===== config.mk =====
export PLATFORM = sky130hd
export DESIGN_NAME = spi_chain_slave
export DESIGN_NICKNAME = d
export VERILOG_FILES = /design/src/rtl/spi_chain_pkg.sv /design/src/rtl/spi_pin_sync.sv /design/src/rtl/spi_frame_shifter.sv /design/src/rtl/spi_reg_bank.sv /design/src/rtl/spi_cmd_decoder.sv /design/src/rtl/spi_chain_slave.sv
export SDC_FILE = /design/constraint.sdc
export NUM_CORES = 1
export LEC_CHECK = 0
export BUFFER_PORTS_ARGS = -buffer_cell sky130_fd_sc_hd__buf_2
export CORE_ASPECT_RATIO = 0.75
export CORE_MARGIN = 4
export CORE_UTILIZATION = 45
export CTS_BUF_LIST = sky130_fd_sc_hd__clkbuf_16
export DETAILED_ROUTE_END_ITERATION = 12
export GPL_TIMING_DRIVEN = 0
export PLACE_DENSITY = 0.71
export SETUP_SLACK_MARGIN = 0.15
export SLEW_MARGIN = 20
export SYNTH_ARGS = -nofsm -noshare
export SYNTH_HDL_FRONTEND = slang
export SYNTH_HIERARCHICAL = 1
export SYNTH_SLANG_ARGS = --single-unit

===== constraint.sdc =====
create_clock -name clk -period 4.15 [get_ports clk]
set_input_delay 0 -clock clk [delete_from_list [all_inputs] [get_ports clk]]
set_output_delay 0 -clock clk [all_outputs]
set_load 0.05 [all_outputs]

===== src/rtl/spi_chain_pkg.sv =====
package spi_chain_pkg;
  localparam int FW = 16;
  localparam int AW = 7;
  localparam int DW = 8;

  localparam logic [FW-1:0] ST_OK   = 16'h8000;
  localparam logic [FW-1:0] ST_FERR = 16'h8100;

  typedef struct packed {
    logic          wr;
    logic [AW-1:0] addr;
    logic [DW-1:0] data;
  } frame_t;

  function automatic logic [FW-1:0] read_reply(input logic [AW-1:0] a, input logic [DW-1:0] d);
    return {1'b0, a, d};
  endfunction
endpackage


===== src/rtl/spi_pin_sync.sv =====
module spi_pin_sync #(
  parameter int STAGES = 2
) (
  input  logic clk,
  input  logic rst,
  input  logic sclk,
  input  logic cs_n,
  input  logic mosi,
  output logic sclk_rise,
  output logic sclk_fall,
  output logic cs_fall,
  output logic cs_rise,
  output logic cs_active,
  output logic mosi_s
);
  localparam logic [2:0] IDLE = 3'b010;  // {sclk, cs_n, mosi}

  logic [2:0] pipe [STAGES];
  logic [2:0] last;
  logic [2:0] cur;

  for (genvar i = 0; i < STAGES; i++) begin : g_stage
    if (i == 0) begin : g_first
      always_ff @(posedge clk) begin
        if (rst) pipe[0] <= IDLE;
        else     pipe[0] <= {sclk, cs_n, mosi};
      end
    end else begin : g_next
      always_ff @(posedge clk) begin
        if (rst) pipe[i] <= IDLE;
        else     pipe[i] <= pipe[i-1];
      end
    end
  end

  assign cur = pipe[STAGES-1];

  always_ff @(posedge clk) begin
    if (rst) last <= IDLE;
    else     last <= cur;
  end

  assign sclk_rise = cur[2] & ~last[2];
  assign sclk_fall = ~cur[2] & last[2];
  assign cs_fall   = ~cur[1] & last[1];
  assign cs_rise   = cur[1] & ~last[1];
  assign cs_active = ~cur[1];
  assign mosi_s    = cur[0];
endmodule


===== src/rtl/spi_frame_shifter.sv =====
module spi_frame_shifter #(
  parameter int FW   = 16,
  parameter int GRAN = 8
) (
  input  logic          clk,
  input  logic          rst,
  input  logic          sclk_rise,
  input  logic          sclk_fall,
  input  logic          cs_fall,
  input  logic          cs_rise,
  input  logic          cs_active,
  input  logic          mosi_s,
  input  logic [FW-1:0] load_word,
  output logic [FW-1:0] shreg,
  output logic          frame_done,
  output logic          frame_ok,
  output logic          miso,
  output logic          miso_oe
);
  localparam int UNITS = FW / GRAN;
  localparam int CW    = (GRAN > 1) ? $clog2(GRAN) : 1;
  localparam int UW    = $clog2(UNITS + 1);

  logic          rx_bit;
  logic [CW-1:0] bit_cnt;
  logic [UW-1:0] unit_cnt;

  always_ff @(posedge clk) begin
    if (rst) begin
      shreg      <= '0;
      rx_bit     <= 1'b0;
      bit_cnt    <= '0;
      unit_cnt   <= '0;
      frame_done <= 1'b0;
      frame_ok   <= 1'b0;
      miso       <= 1'b0;
      miso_oe    <= 1'b0;
    end else begin
      frame_done <= cs_rise;
      frame_ok   <= (bit_cnt == '0) && (unit_cnt == UW'(UNITS));
      miso_oe    <= cs_active;
      miso       <= cs_active & shreg[FW-1];
      if (cs_fall) begin
        shreg    <= load_word;
        bit_cnt  <= '0;
        unit_cnt <= '0;
      end else if (cs_active) begin
        if (sclk_rise) rx_bit <= mosi_s;
        if (sclk_fall) begin
          shreg <= {shreg[FW-2:0], rx_bit};
          if (bit_cnt == CW'(GRAN - 1)) begin
            bit_cnt <= '0;
            if (unit_cnt != UW'(UNITS)) unit_cnt <= unit_cnt + 1'b1;
          end else begin
            bit_cnt <= bit_cnt + 1'b1;
          end
        end
      end
    end
  end
endmodule


===== src/rtl/spi_reg_bank.sv =====
module spi_reg_bank #(
  parameter int DEPTH = 8,
  parameter int DW    = 8,
  parameter int IW    = 3
) (
  input  logic          clk,
  input  logic          we,
  input  logic [IW-1:0] waddr,
  input  logic [DW-1:0] wdata,
  input  logic [IW-1:0] raddr,
  output logic [DW-1:0] rdata
);
  logic [DW-1:0] mem [DEPTH];

  initial begin
    for (int i = 0; i < DEPTH; i++) mem[i] = '0;
  end

  always_ff @(posedge clk) begin
    if (we) mem[waddr] <= wdata;
    rdata <= mem[raddr];
  end
endmodule


===== src/rtl/spi_cmd_decoder.sv =====
module spi_cmd_decoder
  import spi_chain_pkg::*;
#(
  parameter int NREGS = 8,
  parameter int IW    = 3
) (
  input  logic          clk,
  input  logic          rst,
  input  logic          frame_done,
  input  logic          frame_ok,
  input  logic [FW-1:0] frame,
  input  logic [DW-1:0] rd_data,
  output logic          we,
  output logic [IW-1:0] waddr,
  output logic [DW-1:0] wdata,
  output logic [IW-1:0] raddr,
  output logic [FW-1:0] resp
);
  frame_t f;
  logic   addr_ok;

  assign f       = frame_t'(frame);
  assign addr_ok = int'(f.addr) < NREGS;
  assign raddr   = f.addr[IW-1:0];

  always_ff @(posedge clk) begin
    if (rst) begin
      we    <= 1'b0;
      waddr <= '0;
      wdata <= '0;
      resp  <= ST_OK;
    end else begin
      we <= 1'b0;
      if (frame_done) begin
        if (!frame_ok) begin
          resp <= ST_FERR;
        end else if (f.wr) begin
          resp  <= ST_OK;
          we    <= addr_ok;
          waddr <= f.addr[IW-1:0];
          wdata <= f.data;
        end else begin
          resp <= read_reply(f.addr, addr_ok ? rd_data : '0);
        end
      end
    end
  end
endmodule


===== src/rtl/spi_chain_slave.sv =====
module spi_chain_slave #(
  parameter int NREGS       = 8,
  parameter int GRAN        = 8,
  parameter int SYNC_STAGES = 2
) (
  input  logic clk,
  input  logic rst,
  input  logic spi_sclk,
  input  logic spi_cs_n,
  input  logic spi_mosi,
  output logic spi_miso,
  output logic spi_miso_oe
);
  import spi_chain_pkg::*;

  localparam int IW = (NREGS > 1) ? $clog2(NREGS) : 1;

  logic          sclk_rise, sclk_fall, cs_fall, cs_rise, cs_active, mosi_s;
  logic [FW-1:0] shreg, resp;
  logic          frame_done, frame_ok;
  logic          we;
  logic [IW-1:0] waddr, raddr;
  logic [DW-1:0] wdata, rd_data;

  spi_pin_sync #(.STAGES(SYNC_STAGES)) u_sync (
    .clk(clk), .rst(rst), .sclk(spi_sclk), .cs_n(spi_cs_n), .mosi(spi_mosi),
    .sclk_rise(sclk_rise), .sclk_fall(sclk_fall), .cs_fall(cs_fall),
    .cs_rise(cs_rise), .cs_active(cs_active), .mosi_s(mosi_s)
  );

  spi_frame_shifter #(.FW(FW), .GRAN(GRAN)) u_shift (
    .clk(clk), .rst(rst), .sclk_rise(sclk_rise), .sclk_fall(sclk_fall),
    .cs_fall(cs_fall), .cs_rise(cs_rise), .cs_active(cs_active), .mosi_s(mosi_s),
    .load_word(resp), .shreg(shreg), .frame_done(frame_done), .frame_ok(frame_ok),
    .miso(spi_miso), .miso_oe(spi_miso_oe)
  );

  spi_cmd_decoder #(.NREGS(NREGS), .IW(IW)) u_dec (
    .clk(clk), .rst(rst), .frame_done(frame_done), .frame_ok(frame_ok),
    .frame(shreg), .rd_data(rd_data), .we(we), .waddr(waddr), .wdata(wdata),
    .raddr(raddr), .resp(resp)
  );

  spi_reg_bank #(.DEPTH(NREGS), .DW(DW), .IW(IW)) u_bank (
    .clk(clk), .we(we), .waddr(waddr), .wdata(wdata), .raddr(raddr), .rdata(rd_data)
  );
endmodule


==> flow_metrics.py, run 1 <==
metrics = {
    "cts": {
        "numCtsBuffers": 17,
        "clk_pin_slew_ns": 0.06,
        "ctsResizeCount": 0,
        "clockRootBuffer": "clkbuf_16",
        "cts_max_level": 4,
        "tritoncts": "done",
        "clock_path_buffers": 2,
        "cts.sinks": 134,
        "clk_latency_ns": 0.42,
    },
    "yosys": {
        "synthFlopType": "dfxtp_1",
        "synth.avg_cell_area_um2": 14.7,
        "yosysTopAreaCell": "edfxtp_1",
        "synth.ff_latch_count": 134,
        "synth_async_sr_flop_share_pct": 0,
        "syn-num-nets": 369,
        "yosys-top-cells-area": "edfxtp_1 36%, dfxtp_1 26%, mux4_1 7.4%, a2111oi_2 3.7%, nor2b_1 3.3%",
        "synth_top_area_share_pct": 36.2,
        "syn_area_um2": 5300,
        "synth_edf_count": 64,
        "ys_seq_area_share_pct": 62.7,
        "syn_inst": 360,
        "ys_types": 40,
        "yosysWarnings": 6,
    },
    "pwr": {
        "p_per_area_nw_per_um2": 491,
        "switching_share_pct": 19.9,
        "power.internal_w": 0.00245,
        "seq_power_share_pct": 46.0,
        "ir_drop_mv": 0.257,
        "clock_power_share_pct": 50.2,
        "switchingPower_w": 0.000609,
        "combPwrFrac_pct": 3.9,
        "leakage_nw": 2.17,
    },
    "worst_setup_path": {
        "slowest_delay_ns": 0.40,
        "cp_slowest_cell": "dfxtp_1",
        "path_buf_inv": 3,
        "rr_endpoint": "u_bank/rdata[2]",
        "r2r_setup_slack_ns": 2.16,
        "r2r_cells": 5,
        "arrival_ns": 2.29,
        "crit_family": "buffers and inverters",
        "crit_type": "flip-flop to flip-flop",
        "path_cells": "buf_4, clkbuf_1, buf_2, mux4_1, mux2_2",
        "start_kind": "flip-flop",
        "crit_fanout": 10,
        "critPathRequiredTime_ns": 4.45,
        "end_kind": "flip-flop",
        "r2r-start": "u_shift/shreg[10]",
    },
    "timing": {
        "fin_crit_ns": 1.99,
        "fin_worst_skew_ns": 0.0139,
        "tns_ns": 0,
        "timing.final.crit_share_pct": 48.0,
        "worst_pin_slew_ns": 0.977,
        "max_freq_ghz": 0.502,
        "setup_viol": 0,
        "slew_headroom_pct": 34.6,
        "rsz0062_at_grt": "false",
        "slew_violations": 0,
        "final_hold_viol_count": 0,
    },
    "run_status": {
        "outcome": "complete, no violations",
    },
    "floorplan": {
        "dieArea_um2": 13600,
        "die_w_um": 133,
        "die_h_um": 102,
        "rows": 34,
        "pin_count": 7,
        "fp.coreArea_um2": 11600,
        "initial_core_util_pct": 45.8,
    },
    "place": {
        "port-buffer-count": 6,
        "gp_congestion": 0.811,
        "dp_hpwl_mm": 6.54,
    },
    "routing": {
        "wl_met1_mm": 4.96,
        "drt_pre_antenna_iters": 4,
        "drt_iter0_drc": 252,
        "wl_met2_mm": 4.42,
        "drtAntennaViolNets": 0,
        "wl_met3_um": 610,
        "routed.top_layer": "met4",
        "viasPerCell": 5.25,
        "drc": 0,
        "wire_per_inst_um": 17.8,
        "vias": 2968,
        "routed_wl_mm": 10.1,
    },
    "min_path": {
        "holdPathStages": 3,
        "hold_end": "u_sync/pipe[0][1]",
        "hp-class": "input pin to flip-flop",
        "min_from": "spi_cs_n",
    },
    "grt": {
        "grt_overflow": 0,
        "grt_pass1_wl_mm": 16.0,
        "grt_pass1_vias": 2936,
        "antenna_found_initial": 0,
        "grt_max_degree": 18,
        "grt_usage_pct": 15.7,
    },
    "flow_run": {
        "drv_cap": 0,
    },
    "cells_and_area": {
        "nFillCells": 950,
        "layout_commonest_cell": "dfxtp_1",
        "final_cell_mix": "70 x dfxtp_1, 64 x edfxtp_1, 28 x nor2b_1",
        "layout.nets": 400,
        "insertedDiodeCount": 0,
        "synthToLayoutAreaGrowth_pct": 17.2,
        "layout-drive-gt1-share_pct": 22.8,
        "final_util_pct": 53.7,
    },
}
[layout make-up]
cell class	instances	area (µm²)	share of cell area, %
clock buffers	17	425	6.84
flip-flops and latches	134	3320	53.4
inverters	4	15.0	0.241
plain buffers	26	214	3.44
repair buffers	12	90.1	1.45
clock inverters	14	186	3.00
well taps	162	203	3.26
multi-input cells	196	1760	28.3
[how the worst max path moves through the flow]
| stage | startpoint | end | slack, ns | cells past startpoint |
|---|---|---|---|---|
| finish | u_shift/shreg[10] | u_bank/rdata[2] | 2.16 | 5 |
| detailed placement | u_shift/shreg[10] | u_bank/rdata[2] | 2.22 | 5 |
| global placement | u_dec/waddr[2] | u_bank/mem[0][3] | 2.15 | 2 |
| global route | u_shift/shreg[10] | u_bank/rdata[2] | 2.08 | 5 |
| floorplan | u_shift/shreg[8] | u_bank/rdata[1] | 2.56 | 5 |
| CTS | u_shift/shreg[10] | u_bank/rdata[2] | 2.17 | 5 |
[synthesized netlist by cell type, drive strengths merged, types with 2 or more instances]
library cell / n
dfxtp: 70
edfxtp: 64
nor2b: 28
nand2: 26
buf: 22
nor2: 17
a2111oi: 16
mux4: 16
a21oi: 14
a22o: 14
mux2: 10
nor4bb: 9
a211oi: 8
nor3: 7
nand2b: 5
clkbuf: 4
ha: 4
inv: 4
or2: 4
a21bo: 3
nand3: 3
and2: 2
nor3b: 2
[power groups by stage]
stage                     sequential [W]  clock [W]  combinational [W]
after detailed placement         0.00143          0           0.000113
after floorplan                  0.00143          0          0.0000877
final                            0.00140    0.00153           0.000118
after global placement           0.00143          0           0.000112
after global routing             0.00140    0.00162           0.000128
after CTS                        0.00140    0.00156           0.000118
[timing repair]
item | 4_1_cts | 5_1_grt
endpoints found under the hold margin | 7 | 0
hold buffers | 6 | 0
endpoints found under the setup margin | 0 | 0
buffers inserted | 0 | 0
[logic make-up after synthesis]
group	synth area share, %
AOI/OAI and AO/OA	9.93
adders and majority gates	0.944
DFF	62.7
muxes	10.2
and+or+nand+nor	12.0
buffers and inverters	4.32
[flip-flops by register name, indices dropped and copies added, names as in the netlist]
signal              flops
u_shift/miso            1
u_dec/waddr             3
u_bank/rdata            8
u_sync/pipe             6
u_shift/bit_cnt         3
u_dec/we                1
u_sync/last             2
u_shift/frame_ok        1
u_shift/frame_done      1
u_shift/shreg          16
u_shift/miso_oe         1
u_shift/rx_bit          1
u_bank/mem             64
u_dec/wdata             8
u_dec/resp             16
u_shift/unit_cnt        2
[worst reg2reg max path, stage by stage (launching register included)]
cell and delay (ns):
dfxtp_1 0.40, buf_4 0.13, clkbuf_1 0.36, buf_2 0.36, mux4_1 0.36, mux2_2 0.28
[per-layer routing]
layer,up-vias,track usage (%)
met5,-,0
li1,1440,-
met1,1451,22.6
met4,0,4.19
met2,66,22.8
met3,11,5.66
[through the flow]
step	cell area [µm²]	cells	hold WS (ns)	worst slack, ns	power [W]
final	6220	565	0.301	2.16	0.00305
after global routing	6220	565	0.322	2.08	0.00315
after CTS	6220	565	0.284	2.17	0.00308
after detailed placement	5550	528	0.184	2.22	0.00154
after global placement	5540	528	0.180	2.15	0.00154
after floorplan	5300	360	0.0716	2.56	0.00152
(Power assumes the default switching activity.)
==> run 2, diff against run 1 <==
--- a/config.mk
+++ b/config.mk
@@ -5,6 +5,7 @@
 export SDC_FILE = /design/constraint.sdc
 export NUM_CORES = 1
 export LEC_CHECK = 0
+export ABC_AREA = 1
 export BUFFER_PORTS_ARGS = -buffer_cell sky130_fd_sc_hd__buf_2
 export CORE_ASPECT_RATIO = 0.75
 export CORE_MARGIN = 4
==> constraint.sdc (replaced) <==
create_clock -name clk -period 2 [get_ports clk]
set_input_delay 0 -clock clk [delete_from_list [all_inputs] [get_ports clk]]
set_output_delay 0 -clock clk [all_outputs]
set_load 0.05 [all_outputs]
==> run 2 against run 1 <==
Against the previous run: sequential share of layout area decreased by 2.4 points; core utilization fell by 1.0 points; final cell count rose by 54%; synthesized cell count rose by 84%; clock skew decreased by 0.0049 ns; routed wire length up 20%; via count increased by 45%.
==> flow_metrics.py, run 2 <==
metrics = {
    "cells_and_area": {
        "reg_top3": "u_bank/mem x64, u_dec/resp x16, u_shift/shreg x16",
        "synthToLayoutAreaGrowth_pct": 13.7,
        "insertedDiodeCount": 0,
        "final_cell_mix": "233 x nand2_1, 96 x inv_1, 70 x dfxtp_1",
        "layout-drive-gt1-share_pct": 13.0,
        "layout_commonest_cell": "nand2_1",
        "largest_reg_flops": 64,
        "layout.nets": 702,
        "largest-register": "u_bank/mem",
    },
    "routing": {
        "viasPerCell": 4.93,
        "vias": 4299,
        "drtAntennaViolNets": 0,
        "drt_iter0_drc": 390,
        "wire_per_inst_um": 13.9,
        "drc": 0,
        "drt_pre_antenna_iters": 5,
        "routed_wl_mm": 12.1,
    },
    "yosys": {
        "yosysWarnings": 6,
        "synth.avg_cell_area_um2": 8.64,
        "syn-num-nets": 671,
        "yosys-top-cells-area": "edfxtp_1 34%, dfxtp_1 24%, nand2_1 15%, inv_1 5.8%, nand3_1 4.9%",
        "synth_async_sr_flop_share_pct": 0,
        "synth.ff_latch_count": 134,
        "syn_inst": 662,
        "synth_top_area_share_pct": 33.6,
        "syn_area_um2": 5720,
        "yosysTopAreaCell": "edfxtp_1",
        "synth_commonest_cells": "233 x nand2_1, 89 x inv_1, 70 x dfxtp_1, 64 x edfxtp_1, 56 x nand3_1",
        "synthMostInstantiatedCell": "nand2_1",
        "ys_types": 26,
        "synth_edf_count": 64,
        "synthFlopType": "dfxtp_1",
        "ys_seq_area_share_pct": 58.1,
    },
    "worst_setup_path": {
        "critPathRequiredTime_ns": 2.03,
        "end_kind": "flip-flop",
        "rr_endpoint": "u_bank/mem[4][0]",
        "r2r_setup_slack_ns": 0.49,
        "arrival_ns": 1.54,
        "r2r_cells": 3,
        "r2r-start": "u_dec/waddr[1]",
        "start_kind": "flip-flop",
        "crit_type": "flip-flop to flip-flop",
        "crit_fanout": 8,
    },
    "timing": {
        "timing.final.crit_share_pct": 75.4,
        "final_hold_viol_count": 0,
        "setup_viol": 0,
        "slew_headroom_pct": 44.6,
        "fin_crit_ns": 1.51,
        "worst_pin_slew_ns": 0.828,
        "worst_slack_ns": 0.491,
        "rsz0062_at_grt": "false",
        "max_freq_ghz": 0.663,
        "tns_ns": 0,
        "slew_violations": 0,
        "fin_worst_skew_ns": 0.00900,
        "hold_ws_ns": 0.317,
    },
    "min_path": {
        "hp-class": "input pin to flip-flop",
        "holdPathStages": 4,
        "hold_end": "u_sync/pipe[0][1]",
        "min_from": "spi_cs_n",
    },
    "pwr": {
        "leakage_nw": 2.93,
        "p_per_area_nw_per_um2": 849,
        "ir_drop_mv": 0.503,
        "finalPower_w": 0.00552,
    },
    "place": {
        "gp_congestion": 0.873,
        "port-buffer-count": 6,
        "pre_cts_ws_ns": 0.516,
        "dp_hpwl_mm": 8.41,
    },
    "cts": {
        "cts.sinks": 134,
        "ctsResizeCount": 0,
        "clockRootBuffer": "clkbuf_16",
        "clk_pin_slew_ns": 0.05,
        "hold_buffers": 6,
        "clk_latency_ns": 0.41,
        "cts_max_level": 4,
        "clock_path_buffers": 2,
        "numCtsBuffers": 17,
        "tritoncts": "done",
        "cts_setup_buffers": 0,
    },
    "floorplan": {
        "die_w_um": 138,
        "fp.coreArea_um2": 12300,
        "initial_core_util_pct": 46.3,
        "rows": 35,
        "die_h_um": 106,
        "dieArea_um2": 14600,
        "pin_count": 7,
    },
    "run_status": {
        "outcome": "complete, no violations",
    },
    "grt": {
        "grt_overflow": 0,
        "antenna_found_initial": 0,
        "grt_pass1_vias": 4123,
        "grt_usage_pct": 17.7,
        "grt_pass1_wl_mm": 20.4,
        "grt_max_degree": 17,
    },
    "flow_run": {
        "drv_cap": 0,
    },
}
## run 2: area by class of cell
type / instances / area [µm²]
buffer: 31 / 249
clock buffer: 17 / 425
fill: 1109 / 5840
multi-input combinational: 401 / 1780
inverter: 96 / 368
sequential: 134 / 3320
timing repair buffer: 12 / 90.1
tap: 166 / 208
clock inverter: 15 / 62.6
## run 2: how the worst max path moves through the flow
stage	startpoint	endpoint	slack, ns	cells past startpoint
after detailed placement	u_dec/waddr[2]	u_bank/mem[6][7]	0.52	2
after global placement	u_dec/waddr[2]	u_bank/mem[2][4]	0.54	3
final	u_dec/waddr[1]	u_bank/mem[4][0]	0.49	3
after global routing	u_dec/waddr[0]	u_bank/mem[6][0]	0.37	3
after CTS	u_dec/waddr[1]	u_bank/mem[4][0]	0.50	3
after floorplan	u_dec/waddr[2]	u_bank/mem[2][0]	0.81	3
## run 2: worst max-delay path: stages (launching register included)
cell	delay [ns]
dfxtp_1	0.34
inv_1	0.08
nand2_1	0.06
nor2_1	0.65
## run 2: metrics by stage
stage	cell area (µm²)	util, %	instances
2_1_floorplan	5720	-	662
3_3_place_gp	5960	48.3	834
3_5_place_dp	5960	48.3	834
4_1_cts	6510	52.7	872
5_1_grt	6510	52.7	872
6_report	6510	52.7	872
## run 2: cell families (layout without fill, tap and decap cells)
kind of cell	count (synthesis)	count (layout)	synth area share (%)
AOI/OAI and AO/OA	35	35	3.72
adders and majority gates	4	4	0.875
buffers and inverters	127	171	10.8
DFF	134	134	58.1
and+or+nand+nor	362	362	26.6
## run 2: where the power goes
group          switching [W]  internal (W)
Clock                0.00104       0.00152
Combinational      0.0000697     0.0000335
Sequential        0.00000391       0.00286
Total                0.00111       0.00441
## run 2: routing by layer
metal / part of all wire, % / routed length (µm) / GRT usage (%) / up-vias
li1: - / - / - / 2133
met1: 49 / 5890 / 25.5 / 2015
met2: 43 / 5260 / 25.6 / 141
met3: 7.2 / 867 / 5.08 / 10
met4: 0.78 / 95 / 5.57 / 0
met5: 0 / 0 / 0 / -
